### config.mk
export PLATFORM = sky130hd
export DESIGN_NAME = upi_port
export DESIGN_NICKNAME = d
export VERILOG_FILES = /design/src/rtl/upi_pkg.sv /design/src/rtl/upi_sync.sv /design/src/rtl/upi_access.sv /design/src/rtl/upi_regs.sv /design/src/rtl/upi_port.sv
export SDC_FILE = /design/constraint.sdc
export NUM_CORES = 1
export LEC_CHECK = 0
export CAP_MARGIN = 20
export CORE_UTILIZATION = 52
export CTS_CLUSTER_DIAMETER = 40
export CTS_CLUSTER_SIZE = 16
export DETAILED_ROUTE_END_ITERATION = 10
export PLACE_DENSITY = 0.91
export SETUP_SLACK_MARGIN = 0.4
export SLEW_MARGIN = 20
export SYNTH_ARGS = -nofsm -noshare
export SYNTH_HDL_FRONTEND = slang
export SYNTH_HIERARCHICAL = 1
export SYNTH_SLANG_ARGS = --single-unit
### constraint.sdc
create_clock -name clk -period 6.1 [get_ports clk]
set_clock_uncertainty 0.05 [all_clocks]
set_input_delay 1.22 -clock clk [delete_from_list [all_inputs] [get_ports clk]]
set_output_delay 1.22 -clock clk [all_outputs]
set_load 0.05 [all_outputs]
### src/rtl/upi_pkg.sv
package upi_pkg;
   // Control pins after synchronization, packed for one synchronizer instance
   typedef struct packed {
      logic cs_n;    // chip select
      logic strb_n;  // read strobe or data strobe
      logic dir;     // write strobe or read/write direction
      logic ale;     // address latch
   } upi_ctl_t;

   localparam int unsigned CTL_W = $bits(upi_ctl_t);
   localparam upi_ctl_t CTL_IDLE = '{cs_n: 1'b1, strb_n: 1'b1, dir: 1'b1, ale: 1'b0};

   function automatic logic mode_is_ds(input logic [1:0] sel);
      return sel[0];
   endfunction

   function automatic logic mode_is_sync(input logic [1:0] sel);
      return sel[1];
   endfunction
endpackage

### src/rtl/upi_sync.sv
module upi_sync #(
   parameter int unsigned WIDTH = 4,
   parameter int unsigned STAGES = 2,
   parameter logic [WIDTH-1:0] RST_VAL = '0
) (
   input  logic             clk,
   input  logic             rst_n,
   input  logic             bypass,
   input  logic [WIDTH-1:0] d,
   output logic [WIDTH-1:0] q
);
   generate
      if (STAGES < 2) begin : g_bad_stages
         $error("upi_sync: STAGES must be at least 2");
      end
      if (WIDTH < 1) begin : g_bad_width
         $error("upi_sync: WIDTH must be positive");
      end
   endgenerate

   logic [WIDTH-1:0] stg [STAGES];

   always_ff @(posedge clk or negedge rst_n) begin
      if (!rst_n) begin
         for (int i = 0; i < STAGES; i++) stg[i] <= RST_VAL;
      end else begin
         stg[0] <= d;
         for (int i = 1; i < STAGES; i++) stg[i] <= stg[i-1];
      end
   end

   // synchronous host timing uses only the capture stage
   assign q = bypass ? stg[0] : stg[STAGES-1];
endmodule

### src/rtl/upi_access.sv
module upi_access
   import upi_pkg::*;
#(
   parameter int unsigned AW = 8,
   parameter int unsigned DW = 8
) (
   input  logic          clk,
   input  logic          rst_n,
   input  logic          ds_style,
   input  upi_ctl_t      ctl,
   input  logic [AW-1:0] addr_pin,
   input  logic [DW-1:0] data_pin,
   output logic          rd_act,
   output logic          wr_act,
   output logic          rd_end,
   output logic          wr_commit,
   output logic [AW-1:0] addr_lat,
   output logic [DW-1:0] wdata,
   output logic          ack
);
   logic          sel;
   logic          ale_q, rd_q, wr_q, ack_q;
   logic [AW-1:0] addr_q;
   logic [DW-1:0] wdata_q;

   assign sel = !ctl.cs_n;

   always_comb begin
      if (ds_style) begin
         rd_act = sel && !ctl.strb_n && ctl.dir;
         wr_act = sel && !ctl.strb_n && !ctl.dir;
      end else begin
         rd_act = sel && !ctl.strb_n;
         wr_act = sel && !ctl.dir;
      end
   end

   always_ff @(posedge clk or negedge rst_n) begin
      if (!rst_n) begin
         ale_q   <= 1'b0;
         rd_q    <= 1'b0;
         wr_q    <= 1'b0;
         ack_q   <= 1'b0;
         addr_q  <= '0;
         wdata_q <= '0;
      end else begin
         ale_q <= ctl.ale;
         rd_q  <= rd_act;
         wr_q  <= wr_act;
         ack_q <= rd_act || wr_act;
         if (ale_q && !ctl.ale) addr_q <= addr_pin;
         if (wr_act) wdata_q <= data_pin;
      end
   end

   assign rd_end    = rd_q && !rd_act;
   assign wr_commit = wr_q && !wr_act;
   assign addr_lat  = addr_q;
   assign wdata     = wdata_q;
   assign ack       = ack_q;

   // address register only moves on a latch falling edge
   p_addr_hold_r2: assert property (@(posedge clk) disable iff (!rst_n)
      !(ale_q && !ctl.ale) |=> $stable(addr_q));
   // a deselected bus leaves the handshake idle next cycle
   p_no_cs_no_ack_r3: assert property (@(posedge clk) disable iff (!rst_n)
      ctl.cs_n |=> !ack_q);
   // a detected access is acknowledged on the following cycle
   p_ack_follows_r6: assert property (@(posedge clk) disable iff (!rst_n)
      (rd_act || wr_act) |=> ack_q);
endmodule

### src/rtl/upi_regs.sv
module upi_regs #(
   parameter int unsigned AW = 8,
   parameter int unsigned DW = 8,
   parameter int unsigned NUM_STAT = 2,
   parameter int unsigned STAT_BASE = 32,
   parameter int unsigned CMD_ADDR = 0,
   parameter int unsigned GIE_BIT = 7
) (
   input  logic                   clk,
   input  logic                   rst_n,
   input  logic [AW-1:0]          addr_lat,
   input  logic                   rd_act,
   input  logic                   rd_end,
   input  logic                   wr_commit,
   input  logic [DW-1:0]          wdata,
   input  logic [NUM_STAT*DW-1:0] alarm,
   output logic [DW-1:0]          rd_data,
   output logic [DW-1:0]          ctrl,
   output logic                   irq
);
   localparam logic [AW-1:0] CMD_A = AW'(CMD_ADDR);

   generate
      if (GIE_BIT >= DW) begin : g_bad_gie
         $error("upi_regs: GIE_BIT outside data width");
      end
      if (STAT_BASE + NUM_STAT > (1 << AW)) begin : g_bad_map
         $error("upi_regs: status block exceeds address space");
      end
      if (CMD_ADDR >= STAT_BASE && CMD_ADDR < STAT_BASE + NUM_STAT) begin : g_overlap
         $error("upi_regs: command address overlaps status block");
      end
      if (NUM_STAT < 1) begin : g_bad_num
         $error("upi_regs: NUM_STAT must be positive");
      end
   endgenerate

   logic [DW-1:0]          cmd_q, shown_q;
   logic [DW-1:0]          stat_q [NUM_STAT];
   logic [NUM_STAT-1:0]    hit;
   logic [NUM_STAT*DW-1:0] stat_flat;
   logic                   irq_q;

   generate
      for (genvar i = 0; i < NUM_STAT; i++) begin : g_stat_dec
         assign hit[i] = (addr_lat == AW'(STAT_BASE + i));
         assign stat_flat[i*DW +: DW] = stat_q[i];
      end
   endgenerate

   always_comb begin
      rd_data = '0;
      if (addr_lat == CMD_A) rd_data = cmd_q;
      for (int i = 0; i < NUM_STAT; i++) begin
         if (hit[i]) rd_data = stat_q[i];
      end
   end

   always_ff @(posedge clk or negedge rst_n) begin
      if (!rst_n) begin
         cmd_q   <= '0;
         shown_q <= '0;
         irq_q   <= 1'b0;
         for (int i = 0; i < NUM_STAT; i++) stat_q[i] <= '0;
      end else begin
         if (wr_commit && addr_lat == CMD_A) cmd_q <= wdata;
         if (rd_act) shown_q <= rd_data;
         for (int i = 0; i < NUM_STAT; i++) begin
            if (rd_end && hit[i])
               stat_q[i] <= (stat_q[i] & ~shown_q) | alarm[i*DW +: DW];
            else
               stat_q[i] <= stat_q[i] | alarm[i*DW +: DW];
         end
         irq_q <= cmd_q[GIE_BIT] && (|stat_flat);
      end
   end

   assign ctrl = cmd_q;
   assign irq  = irq_q;

   // command register holds unless a write to its address commits
   p_cmd_hold_r8: assert property (@(posedge clk) disable iff (!rst_n)
      !(wr_commit && addr_lat == CMD_A) |=> $stable(cmd_q));
   // status bits never fall outside a completed read
   p_sticky_r9: assert property (@(posedge clk) disable iff (!rst_n)
      !rd_end |=> ((stat_flat & $past(stat_flat)) == $past(stat_flat)));
   // interrupt stays off while the enable bit was clear
   p_irq_masked_r10: assert property (@(posedge clk) disable iff (!rst_n)
      !$past(cmd_q[GIE_BIT]) |-> !irq_q);
endmodule

### src/rtl/upi_port.sv
module upi_port
   import upi_pkg::*;
#(
   parameter int unsigned AW = 8,
   parameter int unsigned DW = 8,
   parameter int unsigned SYNC_STAGES = 2,
   parameter int unsigned NUM_STAT = 2,
   parameter int unsigned STAT_BASE = 32,
   parameter int unsigned CMD_ADDR = 0,
   parameter int unsigned GIE_BIT = 7
) (
   input  logic                   clk,
   input  logic                   rst_n,
   input  logic [1:0]             type_sel,
   input  logic [AW-1:0]          addr,
   input  logic [DW-1:0]          data_in,
   output logic [DW-1:0]          data_out,
   output logic                   data_oe,
   input  logic                   ale,
   input  logic                   cs_n,
   input  logic                   rd_ds_n,
   input  logic                   wr_rw,
   output logic                   xfer_ack,
   output logic                   irq_n,
   input  logic [NUM_STAT*DW-1:0] alarm,
   output logic [DW-1:0]          ctrl_out
);
   upi_ctl_t      ctl_raw, ctl_syn;
   logic          ds_style;
   logic          rd_act, wr_act, rd_end, wr_commit, ack, irq;
   logic [AW-1:0] addr_lat;
   logic [DW-1:0] wdata, rd_data;

   assign ds_style = mode_is_ds(type_sel);
   assign ctl_raw  = '{cs_n: cs_n, strb_n: rd_ds_n, dir: wr_rw, ale: ale};

   upi_sync #(
      .WIDTH(CTL_W), .STAGES(SYNC_STAGES), .RST_VAL(CTL_IDLE)
   ) u_sync (
      .clk(clk), .rst_n(rst_n), .bypass(mode_is_sync(type_sel)),
      .d(ctl_raw), .q(ctl_syn)
   );

   upi_access #(.AW(AW), .DW(DW)) u_access (
      .clk(clk), .rst_n(rst_n), .ds_style(ds_style), .ctl(ctl_syn),
      .addr_pin(addr), .data_pin(data_in),
      .rd_act(rd_act), .wr_act(wr_act), .rd_end(rd_end), .wr_commit(wr_commit),
      .addr_lat(addr_lat), .wdata(wdata), .ack(ack)
   );

   upi_regs #(
      .AW(AW), .DW(DW), .NUM_STAT(NUM_STAT), .STAT_BASE(STAT_BASE),
      .CMD_ADDR(CMD_ADDR), .GIE_BIT(GIE_BIT)
   ) u_regs (
      .clk(clk), .rst_n(rst_n), .addr_lat(addr_lat), .rd_act(rd_act),
      .rd_end(rd_end), .wr_commit(wr_commit), .wdata(wdata), .alarm(alarm),
      .rd_data(rd_data), .ctrl(ctrl_out), .irq(irq)
   );

   assign data_oe  = rd_act;
   assign data_out = rd_act ? rd_data : '0;
   assign xfer_ack = ds_style ? !ack : ack;
   assign irq_n    = !irq;
endmodule

==> metrics.txt <==
syn_nets 256; most frequent cells in the layout clkdlybuf4s50_1, dfrtp_1, mux2_2; Worst EP arrival 3660 ps; r2r setup slk between 3000 and 4000 ps; largest net degree at the start of global routing 62; count of final setup violators 0; fraction of the cycle the final worst path needs 80.81%; DRT iter0 DRCs between 150 and 200; Die Span Y 74.99 um; P per Cell Area 291.8 mW/mm2; Min Hold Slack 314.7 ps; syn_area_per_cell around 13 um2; core area 0.005107 mm2; TritonCTS Buffers 9; fmax around 200 MHz; share of cells above drive strength 1 between 20 and 25%; Hold Crit Class reg2reg; Worst setup SP type input pin; worst r2r src u_sync/stg[6]; vias post-DR 2044; startpoint of the worst hold path u_sync/stg[6]; worst hold endpoint u_sync/stg[2]; WP data required 4830 ps; HPWL after detailed placement 4099 um; DR top layer met4; FF+latch count, synth a little over 60; Routability Congestion 0.8255; cts-stage hold buffer count 0; crit path max fanout 19; final hold violations 0; Port Buffers 58; Clk Latency, worst-skew pair about 340 ps; Slew @ Worst Pin about 900 ps; Worst VDD drop 181.3 uV; Leak about 1.3 nW; most common cell after layout, fill and taps aside clkdlybuf4s50_1; RSZ-0062 raised after global routing no; initial antenna violation count 0; Clock power frac 31.2%; I/O pins 59; cell area after synthesis 0.002770 mm2; Max Cap Viol 0; Die W 74.99 um; synthesized instance count 216; post-synthesis sequential area ratio 55.37%; NumNets Final ~320; WL final 6123 um; CP endpoint kind primary output; Final min period 4930 ps; synth top area cells dfrtp_1, mux2_2, dfstp_2, a21o_1, and2_1; Root Driver clkbuf_8; WS Path Type in2out; Max H-tree Level 3; Max-slew headroom about two fifths; post-CTS resize count 0; total gr overflow 0; number of global-route vias before repair about 1900; Reg power frac 47.4%; clock sinks 61; Netlist cell types 33; residual DRC count 0; WL met2 2805 um; met3 wire length roughly 530 um; Max clock buf depth 2; global-route wire length before repair 9459 um; switching pwr 0.3200 mW; wire length per cell around 17 um; Max Slew Vio Count 0; Synth Warn # 6; Reg-to-Reg End u_regs/ctrl[6]; Logic pwr share 21.5%; TritonCTS clock tree yes; diode count 0; 1st-pass router iterations 4; Final ANT Viol Nets 0; Worst R2R Path Depth 5; Initial Utilization 54.24%; internal power 0.7248 mW; switching share of total power 30.63%; post-CTS setup buffer count 0; clk slew on worst S/H paths 60 ps; WL met1 2622 um; gr usage total a little under a quarter; outcome complete, no violations; Via density 5.807; die area 0.005623 mm2; cell taking the most area after synthesis dfrtp_1; top-area cell type share of the netlist area 49.68%; hold path cells 0; Setup TNS 0 ps; Row Count 26; area grow syn2layout 29.27%
==> critical path, stage by stage <==
cell and delay [ps]:
clkdlybuf4s50_1 560, mux2_2 420, nor3_1 230, buf_4 250, and2_1 170, clkdlybuf4s50_1 800
==> cell usage after synthesis <==
library cell	number
o21a_1	1
nor3_1	6
buf_1	2
dfrtp_1	55
nand4_1	16
xor2_1	1
and2b_1	1
nor3_4	2
nor2_1	4
mux2_2	31
a21o_1	16
a32oi_1	8
clkbuf_1	3
o32ai_1	5
and2_1	16
buf_6	1
inv_1	10
nor2b_1	3
buf_2	3
a41oi_1	1
o22ai_1	3
o31a_1	1
nor4_1	4
nor4b_4	1
a211oi_4	1
nand2_1	1
nor3b_2	5
or2_2	5
nor2_2	1
dfstp_2	6
or4b_4	1
nand4_4	1
or3_1	1
==> sequential cells by signal (all words and copies together), names as in the netlist <==
register,flops
u_access/ack,1
u_access/wr_q,1
u_access/rd_q,1
u_regs/ctrl,8
u_access/addr_lat,8
u_regs/shown_q,8
u_regs/irq,1
u_regs/stat_flat,16
u_access/ale_q,1
u_access/wdata,8
u_sync/stg,8
==> final cells by class <==
class                      count  area (um2)
timing repair buffer          60       590.6
inverter                      10       37.54
fill                         385        1526
clock inverter                 1       5.005
tap                           70       87.58
clock buffer                  14       172.7
multi-input combinational    136        1154
sequential                    61        1534
==> logic make-up (layout without fill, tap and decap cells) <==
family | after synthesis | count (layout) | synth area share (%)
xor+xnor | 1 | 1 | 0.3162
buf+inv | 19 | 85 | 2.981
compound gates | 36 | 36 | 10.75
simple gates | 68 | 68 | 17.98
mux | 31 | 31 | 12.60
flops | 61 | 61 | 55.37
==> per-stage QoR <==
step	instance area (um2)	total power, mW	utilization, %	std cells	setup slack [ps]
2_1_floorplan	2770	0.6342	-	216	1225
3_3_place_gp	3403	0.7169	66.63	337	1254
3_5_place_dp	3403	0.7236	66.63	337	1197
4_1_cts	3581	1.051	70.11	352	1174
5_1_grt	3581	1.088	70.11	352	1123
6_report	3581	1.045	70.11	352	1170
==> metal layers <==
metal  vias up  track usage (%)
met5         -                0
met3        15            7.764
met4         0            11.95
met1      1003            32.00
met2        92            34.63
li1        934                -
==> how the worst max path moves through the flow <==
stage / startpoint / endpoint / slack (ps) / depth (start not counted)
floorplan: type_sel[1] / data_out[0] / 1220 / 3
global placement: type_sel[1] / data_out[4] / 1250 / 6
detailed placement: type_sel[1] / data_out[4] / 1200 / 6
CTS: type_sel[1] / data_out[4] / 1170 / 6
global route: type_sel[1] / data_out[4] / 1120 / 6
finish: type_sel[1] / data_out[4] / 1170 / 6
==> power by group through the flow <==
stage / Combinational, mW / Sequential [mW] / Clock (mW)
finish: 0.224 / 0.495 / 0.326
global route: 0.236 / 0.500 / 0.352
detailed placement: 0.223 / 0.500 / 0
global placement: 0.219 / 0.498 / 0
CTS: 0.224 / 0.494 / 0.332
floorplan: 0.109 / 0.525 / 0
(Power assumes the default switching activity.)
